## src/rtl/card_speed_pkg.sv

```systemverilog
package card_speed_pkg;

  localparam int BYTE_W = 8;
  localparam int NIB_W  = 4;
  localparam int SEL_W  = 3;
  localparam int MULT_W = 2;
  localparam int TAG_W  = BYTE_W - MULT_W;

  // Presence bit positions inside the stored upper nibble
  localparam int IDX_A = 0;
  localparam int IDX_B = 1;
  localparam int IDX_C = 2;
  localparam int IDX_D = 3;

  typedef enum logic [4:0] {
    ST_INIT,
    ST_FMT,
    ST_IA,
    ST_IB,
    ST_IC,
    ST_ID,
    ST_HIST,
    ST_CHK,
    ST_RQ_WAIT,
    ST_RQ_P0,
    ST_RQ_P1,
    ST_RQ_P2,
    ST_RQ_P3,
    ST_RQ_CHK,
    ST_RS_WAIT,
    ST_RS_P0,
    ST_RS_P1,
    ST_RS_P2,
    ST_RS_P3,
    ST_RS_CHK,
    ST_DONE
  } trackState_t;

  typedef struct packed {
    logic take;      // current byte consumed this cycle
    logic loadFmt;   // format byte: presence + history count
    logic loadInd;   // D interface byte: presence + check flag
    logic decHist;   // one historical byte consumed
    logic loadSel;   // parameter presence bits from first PPS byte
    logic loadMult;  // multiplier bits
    logic fire;      // speed enhancement confirmed
  } ctlStrobe_t;

endpackage

```

## src/rtl/card_speed_dpath.sv

```systemverilog
module card_speed_dpath
  import card_speed_pkg::*;
(
  input  logic              clk,
  input  logic              rstN,
  input  logic              byteValid,
  input  logic [BYTE_W-1:0] byteData,
  input  ctlStrobe_t        strb,
  output logic              effValid,
  output logic [BYTE_W-1:0] effData,
  output logic [NIB_W-1:0]  presY,
  output logic [NIB_W-1:0]  histCnt,
  output logic              chkFlag,
  output logic [SEL_W-1:0]  ppsSel,
  output logic [MULT_W-1:0] speedMult,
  output logic              speedTrigger
);

  logic              pendValid;
  logic [BYTE_W-1:0] pendData;

  // One-entry hold for a byte that lands in a skip cycle
  always_ff @(posedge clk or negedge rstN) begin
    if (!rstN) begin
      pendValid <= 1'b0;
      pendData  <= '0;
    end else if (pendValid) begin
      if (strb.take) begin
        pendValid <= byteValid;
        pendData  <= byteData;
      end
    end else if (byteValid && !strb.take) begin
      pendValid <= 1'b1;
      pendData  <= byteData;
    end
  end

  assign effValid = pendValid | byteValid;
  assign effData  = pendValid ? pendData : byteData;

  always_ff @(posedge clk or negedge rstN) begin
    if (!rstN) begin
      presY   <= '0;
      histCnt <= '0;
      chkFlag <= 1'b0;
    end else begin
      if (strb.loadFmt) begin
        presY   <= effData[BYTE_W-1:NIB_W];
        histCnt <= effData[NIB_W-1:0];
      end
      if (strb.loadInd) begin
        presY <= effData[BYTE_W-1:NIB_W];
        if (|effData[NIB_W-1:0]) chkFlag <= 1'b1;
      end
      if (strb.decHist) histCnt <= histCnt - NIB_W'(1);
    end
  end

  always_ff @(posedge clk or negedge rstN) begin
    if (!rstN) begin
      ppsSel       <= '0;
      speedMult    <= '0;
      speedTrigger <= 1'b0;
    end else begin
      if (strb.loadSel)  ppsSel    <= effData[NIB_W+SEL_W-1:NIB_W];
      if (strb.loadMult) speedMult <= effData[MULT_W-1:0];
      speedTrigger <= strb.fire;
    end
  end

  AST_HIST_NONZERO: assert property (@(posedge clk) disable iff (!rstN)
    strb.decHist |-> histCnt != '0);
  AST_TRIG_PULSE: assert property (@(posedge clk) disable iff (!rstN)
    speedTrigger |=> !speedTrigger);

endmodule

```

## src/rtl/card_speed_ctrl.sv

```systemverilog
module card_speed_ctrl
  import card_speed_pkg::*;
#(
  parameter logic [BYTE_W-1:0] INIT_CHAR = 8'h3B,
  parameter logic [BYTE_W-1:0] PPS_START = 8'hFF,
  parameter logic [TAG_W-1:0]  MULT_TAG  = 6'b100101
) (
  input  logic              clk,
  input  logic              rstN,
  input  logic              effValid,
  input  logic [BYTE_W-1:0] effData,
  input  logic [NIB_W-1:0]  presY,
  input  logic [NIB_W-1:0]  histCnt,
  input  logic              chkFlag,
  input  logic [SEL_W-1:0]  ppsSel,
  output ctlStrobe_t        strb,
  output logic              trackDone
);

  trackState_t state, stateNext;

  always_ff @(posedge clk or negedge rstN) begin
    if (!rstN) state <= ST_INIT;
    else       state <= stateNext;
  end

  always_comb begin
    stateNext = state;
    strb      = '0;
    unique case (state)
      ST_INIT: if (effValid) begin
        strb.take = 1'b1;
        stateNext = (effData == INIT_CHAR) ? ST_FMT : ST_DONE;
      end
      ST_FMT: if (effValid) begin
        strb.take    = 1'b1;
        strb.loadFmt = 1'b1;
        stateNext    = ST_IA;
      end
      ST_IA: if (!presY[IDX_A]) stateNext = ST_IB;
        else if (effValid) begin strb.take = 1'b1; stateNext = ST_IB; end
      ST_IB: if (!presY[IDX_B]) stateNext = ST_IC;
        else if (effValid) begin strb.take = 1'b1; stateNext = ST_IC; end
      ST_IC: if (!presY[IDX_C]) stateNext = ST_ID;
        else if (effValid) begin strb.take = 1'b1; stateNext = ST_ID; end
      ST_ID: if (!presY[IDX_D]) stateNext = ST_HIST;
        else if (effValid) begin
          strb.take    = 1'b1;
          strb.loadInd = 1'b1;
          stateNext    = ST_IA;
        end
      ST_HIST: if (histCnt == '0) stateNext = ST_CHK;
        else if (effValid) begin strb.take = 1'b1; strb.decHist = 1'b1; end
      ST_CHK: if (!chkFlag) stateNext = ST_RQ_WAIT;
        else if (effValid) begin strb.take = 1'b1; stateNext = ST_RQ_WAIT; end
      ST_RQ_WAIT: if (effValid) begin
        strb.take = 1'b1;
        stateNext = (effData == PPS_START) ? ST_RQ_P0 : ST_DONE;
      end
      ST_RQ_P0: if (effValid) begin
        strb.take    = 1'b1;
        strb.loadSel = 1'b1;
        stateNext    = ST_RQ_P1;
      end
      ST_RQ_P1: if (!ppsSel[0]) stateNext = ST_RQ_P2;
        else if (effValid) begin strb.take = 1'b1; stateNext = ST_RQ_P2; end
      ST_RQ_P2: if (!ppsSel[1]) stateNext = ST_RQ_P3;
        else if (effValid) begin strb.take = 1'b1; stateNext = ST_RQ_P3; end
      ST_RQ_P3: if (!ppsSel[2]) stateNext = ST_RQ_CHK;
        else if (effValid) begin strb.take = 1'b1; stateNext = ST_RQ_CHK; end
      ST_RQ_CHK: if (effValid) begin
        strb.take = 1'b1;
        stateNext = ST_RS_WAIT;
      end
      ST_RS_WAIT: if (effValid) begin
        strb.take = 1'b1;
        stateNext = (effData == PPS_START) ? ST_RS_P0 : ST_DONE;
      end
      ST_RS_P0: if (effValid) begin
        strb.take = 1'b1;
        if (!effData[NIB_W]) stateNext = ST_DONE;
        else begin
          strb.loadSel = 1'b1;
          stateNext    = ST_RS_P1;
        end
      end
      ST_RS_P1: if (effValid) begin
        strb.take = 1'b1;
        if (effData[BYTE_W-1:MULT_W] != MULT_TAG) stateNext = ST_DONE;
        else begin
          strb.loadMult = 1'b1;
          stateNext     = ST_RS_P2;
        end
      end
      ST_RS_P2: if (!ppsSel[1]) stateNext = ST_RS_P3;
        else if (effValid) begin strb.take = 1'b1; stateNext = ST_RS_P3; end
      ST_RS_P3: if (!ppsSel[2]) stateNext = ST_RS_CHK;
        else if (effValid) begin strb.take = 1'b1; stateNext = ST_RS_CHK; end
      ST_RS_CHK: if (effValid) begin
        strb.take = 1'b1;
        strb.fire = 1'b1;
        stateNext = ST_DONE;
      end
      ST_DONE: stateNext = ST_DONE;
      default: stateNext = ST_DONE;
    endcase
  end

  assign trackDone = (state == ST_DONE);

  AST_BAD_INIT: assert property (@(posedge clk) disable iff (!rstN)
    (state == ST_INIT && effValid && effData != INIT_CHAR) |=> trackDone);
  AST_DONE_STAYS: assert property (@(posedge clk) disable iff (!rstN)
    trackDone |=> trackDone);
  AST_RESP_IND: assert property (@(posedge clk) disable iff (!rstN)
    (state == ST_RS_P0 && effValid && !effData[NIB_W]) |=> trackDone);
  AST_RESP_TAG: assert property (@(posedge clk) disable iff (!rstN)
    (state == ST_RS_P1 && effValid && effData[BYTE_W-1:MULT_W] != MULT_TAG)
      |=> trackDone);

endmodule

```

## src/rtl/card_speed_tracker.sv

```systemverilog
module card_speed_tracker
  import card_speed_pkg::*;
#(
  parameter logic [BYTE_W-1:0] INIT_CHAR = 8'h3B,
  parameter logic [BYTE_W-1:0] PPS_START = 8'hFF,
  parameter logic [TAG_W-1:0]  MULT_TAG  = 6'b100101
) (
  input  logic              clk,
  input  logic              cardRstN,
  input  logic              byteValid,
  input  logic [BYTE_W-1:0] byteData,
  output logic              speedTrigger,
  output logic [MULT_W-1:0] speedMult,
  output logic              trackDone
);

  ctlStrobe_t        strb;
  logic              effValid;
  logic [BYTE_W-1:0] effData;
  logic [NIB_W-1:0]  presY;
  logic [NIB_W-1:0]  histCnt;
  logic              chkFlag;
  logic [SEL_W-1:0]  ppsSel;

  card_speed_ctrl #(
    .INIT_CHAR(INIT_CHAR),
    .PPS_START(PPS_START),
    .MULT_TAG (MULT_TAG)
  ) uCtrl (
    .clk      (clk),
    .rstN     (cardRstN),
    .effValid (effValid),
    .effData  (effData),
    .presY    (presY),
    .histCnt  (histCnt),
    .chkFlag  (chkFlag),
    .ppsSel   (ppsSel),
    .strb     (strb),
    .trackDone(trackDone)
  );

  card_speed_dpath uDpath (
    .clk         (clk),
    .rstN        (cardRstN),
    .byteValid   (byteValid),
    .byteData    (byteData),
    .strb        (strb),
    .effValid    (effValid),
    .effData     (effData),
    .presY       (presY),
    .histCnt     (histCnt),
    .chkFlag     (chkFlag),
    .ppsSel      (ppsSel),
    .speedMult   (speedMult),
    .speedTrigger(speedTrigger)
  );

  AST_TRIG_IN_DONE: assert property (@(posedge clk) disable iff (!cardRstN)
    speedTrigger |-> trackDone);
  AST_MULT_HOLD: assert property (@(posedge clk) disable iff (!cardRstN)
    trackDone |=> $stable(speedMult));

endmodule

```

## config.mk

```make
export PLATFORM = sky130hd
export DESIGN_NAME = card_speed_tracker
export DESIGN_NICKNAME = d
export VERILOG_FILES = /design/src/rtl/card_speed_pkg.sv /design/src/rtl/card_speed_dpath.sv /design/src/rtl/card_speed_ctrl.sv /design/src/rtl/card_speed_tracker.sv
export SDC_FILE = /design/constraint.sdc
export NUM_CORES = 1
export LEC_CHECK = 0
export BUFFER_PORTS_ARGS = -buffer_cell sky130_fd_sc_hd__buf_2
export CORE_ASPECT_RATIO = 1.4
export CORE_UTILIZATION = 40
export CTS_CLUSTER_SIZE = 16
export DETAILED_ROUTE_END_ITERATION = 8
export GPL_TIMING_DRIVEN = 1
export PLACE_DENSITY = 0.53
export REMOVE_ABC_BUFFERS = 1
export SLEW_MARGIN = 20
export SYNTH_ARGS = -nofsm -noshare
export SYNTH_HDL_FRONTEND = slang
export SYNTH_HIERARCHICAL = 1
export SYNTH_SLANG_ARGS = --single-unit
```

## constraint.sdc

```tcl
create_clock -name clk -period 8.3 [get_ports clk]
set_clock_uncertainty 0.15 [all_clocks]
set_input_delay 0.415 -clock clk [delete_from_list [all_inputs] [get_ports clk]]
set_output_delay 0.415 -clock clk [all_outputs]
set_load 0.005 [all_outputs]
```

==> key figures <==
Status
  – Run status: finished clean

Finish
  – Non-Filler Instances: about 300
  – Diode count: 0
  – Fill cell count: ~500
  – Layout area overhead: 6.456%
  – Fraction of layout cells with a size suffix above 1: 18.44%
  – Post-route cell area: 2228 um2
  – Nets: around 260
  – Fin util: approximately 45%

Placed design
  – Inst Count DP: 300
  – Routability-driven placement congestion ratio: between 0.8 and 0.9
  – Input/output buffers: 14
  – HPWL after DPL: 3675 um
  – Area after DPL: 2146 um2

Clock tree
  – Clock sink count: 29
  – Clk pin slew, worst setup/hold paths: 0.07 ns
  – CTS tree: yes
  – Root Driver: clkbuf_8
  – Longest Clk Path Bufs: 2
  – Clock latency on the worst-skew pair: 0.28 ns
  – Hold buffer count at cts: 0
  – Post-CTS setup buffer count: 0
  – Htree depth: 2
  – TritonCTS buffer count: 5
  – Post-CTS Resized: 0

Timing
  – Setup TNS: 0 ns
  – Minimum clock period after layout: 3.626 ns
  – Fin. max-slew vios: 0
  – Max-slew headroom: roughly two fifths
  – Final setup vio count: 0
  – Fmax: 275.8 MHz
  – Hold Violations, Final: 0
  – Tcrit/Tclk final: a little over two fifths
  – Unrepaired setup endpoints after global routing: no
  – Worst hold slack: approximately 0.036 ns
  – Slew at the pin closest to its max-slew limit: 0.8877 ns

Drt
  – DR WL/cell: 16.82 um
  – Post-Route WL: 5180 um
  – # DRC: 0
  – Via count: 1773
  – Drt first pass iters: 4
  – Drt initial violations: 150
  – Drt via density: 5.756
  – DRT antenna net count: 0

Critical path
  – Crit path kind: register to register
  – Crit path capture type: register
  – Worst EP required: 8.31 ns
  – Top Family by Delay on Critical Path: compound AO/OA/AOI/OAI gates
  – Critical path buffers and inverters: 1
  – Worst setup SP type: register
  – Slowest stage delay, CP: 0.64 ns
  – CP max stage cell: dfrtp_1
  – WP data arrival: about 3.6 ns
  – R2r setup slk: 4.67 ns
  – Worst R2R End: uDpath/pendData[4]
  – Critical path, cell by cell: inv_1 -> nand2_1 -> o311a_1 -> nand2_1 -> o21ai_0 -> a311oi_1 -> nor3b_2 -> a21oi_4 -> mux2_2
  – FF-to-FF path depth: 9
  – CP most frequent cell: nand2_1
  – Worst Path Max Fanout: 22
  – Worst r2r src: uCtrl/state[2]

Synthesis
  – Synth top area cells: dfrtp_1 35%, mux2_2 6.5%, a21oi_1 3.8%
  – Yosys top cell by area: dfrtp_1
  – Mux contribution to synthesized area: between 10% and 20%
  – Sequential area share after synthesis: 34.67%
  – Synth warnings: 6
  – Top_reg_cell synth: dfrtp_1
  – Adder-cell share of the synthesized area: 1.076%
  – Top-count cell post-synth: dfrtp_1
  – Avg Inst Size Synth: 8.832 um2
  – Post-synth top cells: 29 x dfrtp_1, 21 x nor2_1, 17 x nand2_1
  – Post-synthesis register bit count: 29
  – Post-synth EDFFs: 0
  – XOR/XNOR Fraction of Synth Area: 0.4184%
  – Cells after synthesis: 237
  – Top-area cell type share of the netlist area: roughly a third
  – Share of synthesized flip-flops with an asynchronous set or reset: 100.0%
  – Count of different cell masters after synthesis: 61
  – Synth Area in Simple Gates: 21.70%
  – Synth Area in Compound Gates: a little over a fifth
  – Post-Syn Area: 2093 um2
  – Main combinational cell family by area after synthesis: compound AO/OA/AOI/OAI gates

Floorplan
  – Initial Util: 42.25%
  – Core area: 4955 um2
  – Die W: 63.14 um
  – FP Rows: 30
  – Die Y: 87.60 um
  – Ports: 15
  – Die ar.: between 5000 and 6000 um2

Hold path
  – Worst hold-check path type: input pin to async pin

Power and ir drop
  – Maximum VDD drop: between 0.1 and 0.15 mV
  – Pwr Density: 129.9 nW/um2
  – Leakage power: 1.010 nW

Global routing
  – GRT Overall Usage: between 20% and 30%
  – First-pass GRT wire length: about 9000 um
  – Initial antenna violation count: 0
  – Largest net degree at the start of global routing: 32
  – Vias in the first global route: 1738
  – Total gr overflow: 0

Run
  – Max-capacitance violation count: 0
-- report_power, final --
group | switching, mW | internal, mW
registers | 0.00287 | 0.147
logic | 0.0166 | 0.0119
clock network | 0.0535 | 0.0580
-- per-layer routing --
| layer | GRT usage (%) | up-vias | wire length (um) |
|---|---|---|---|
| met5 | 0 | - | 0 |
| met4 | 10.57 | 0 | 150 |
| met3 | 3.646 | 13 | 270 |
| met2 | 34.60 | 66 | 2539 |
| met1 | 25.63 | 815 | 2219 |
| li1 | - | 879 | - |
-- worst max-delay path by stage --
stage	from	to	slack [ns]	depth (start not counted)
3_3_place_gp	uCtrl/state[2]	uDpath/pendData[0]	4.74	9
3_5_place_dp	uCtrl/state[2]	uDpath/pendData[4]	4.75	9
2_1_floorplan	uCtrl/state[1]	uDpath/pendData[0]	5.33	8
6_report	uCtrl/state[2]	uDpath/pendData[4]	4.67	9
5_1_grt	uCtrl/state[1]	uDpath/pendData[5]	4.42	8
4_1_cts	uCtrl/state[2]	uDpath/pendData[4]	4.73	9
-- logic make-up (layout without fill, tap and decap cells) --
logic type      after synthesis  after routing
simple gates                 86             86
compound gates               64             64
buf+inv                      32             39
flops                        29             29
mux                          23             23
fa+ha+maj                     2              2
xor+xnor                      1              1
-- placed cells by master (no fill, tap or decap), types with 2 or more instances in the layout --
cell type	synthesis	final
nand2b_1	3	3
nor2b_1	3	3
or3_1	2	2
mux2i_1	8	8
or4_1	3	3
nand3_1	6	6
a21boi_0	3	3
a211oi_1	2	2
clkinv_2	0	2
o311a_1	3	3
a221oi_1	2	2
o211ai_1	4	4
o21ai_0	8	8
a21oi_1	16	16
nand2_1	17	17
mux2_2	12	12
o21a_1	2	2
a211oi_2	2	2
inv_1	15	15
or2_2	3	3
a22oi_1	2	2
o22ai_1	3	3
dfrtp_1	29	29
nor3_1	9	9
nor4_1	4	4
mux2_4	2	2
nand4_1	2	2
buf_2	6	14
nor2_1	21	21
clkbuf_8	0	5
and3_1	3	3
a21o_1	4	4
-- registers in the layout (all words and copies together) (netlist names) --
register and flops:
uDpath/pendData 8, uCtrl/state 5, uDpath/histCnt 4, uDpath/presY 4
uDpath/ppsSel 3, uDpath/speedMult 2, uDpath/chkFlag 1, uDpath/pendValid 1
uDpath/speedTrigger 1
-- area by class of cell --
class	instances	area (um2)	share of cell area [%]
Clock buffer	6	72.57	3.257
Timing Repair Buffer	15	77.57	3.481
Tap cell	64	80.08	3.593
Inverter	16	60.06	2.695
Sequential cell	29	725.7	32.57
Multi-Input combinational cell	176	1202	53.96
Clock inverter	2	10.01	0.4492
-- through the flow --
step	power (mW)	setup WS [ns]
floorplan	0.1692	5.329
global placement	0.1807	4.736
detailed placement	0.1810	4.755
CTS	0.2962	4.726
global route	0.3061	4.424
finish	0.2894	4.674
Power figures use the tool's default switching activity.
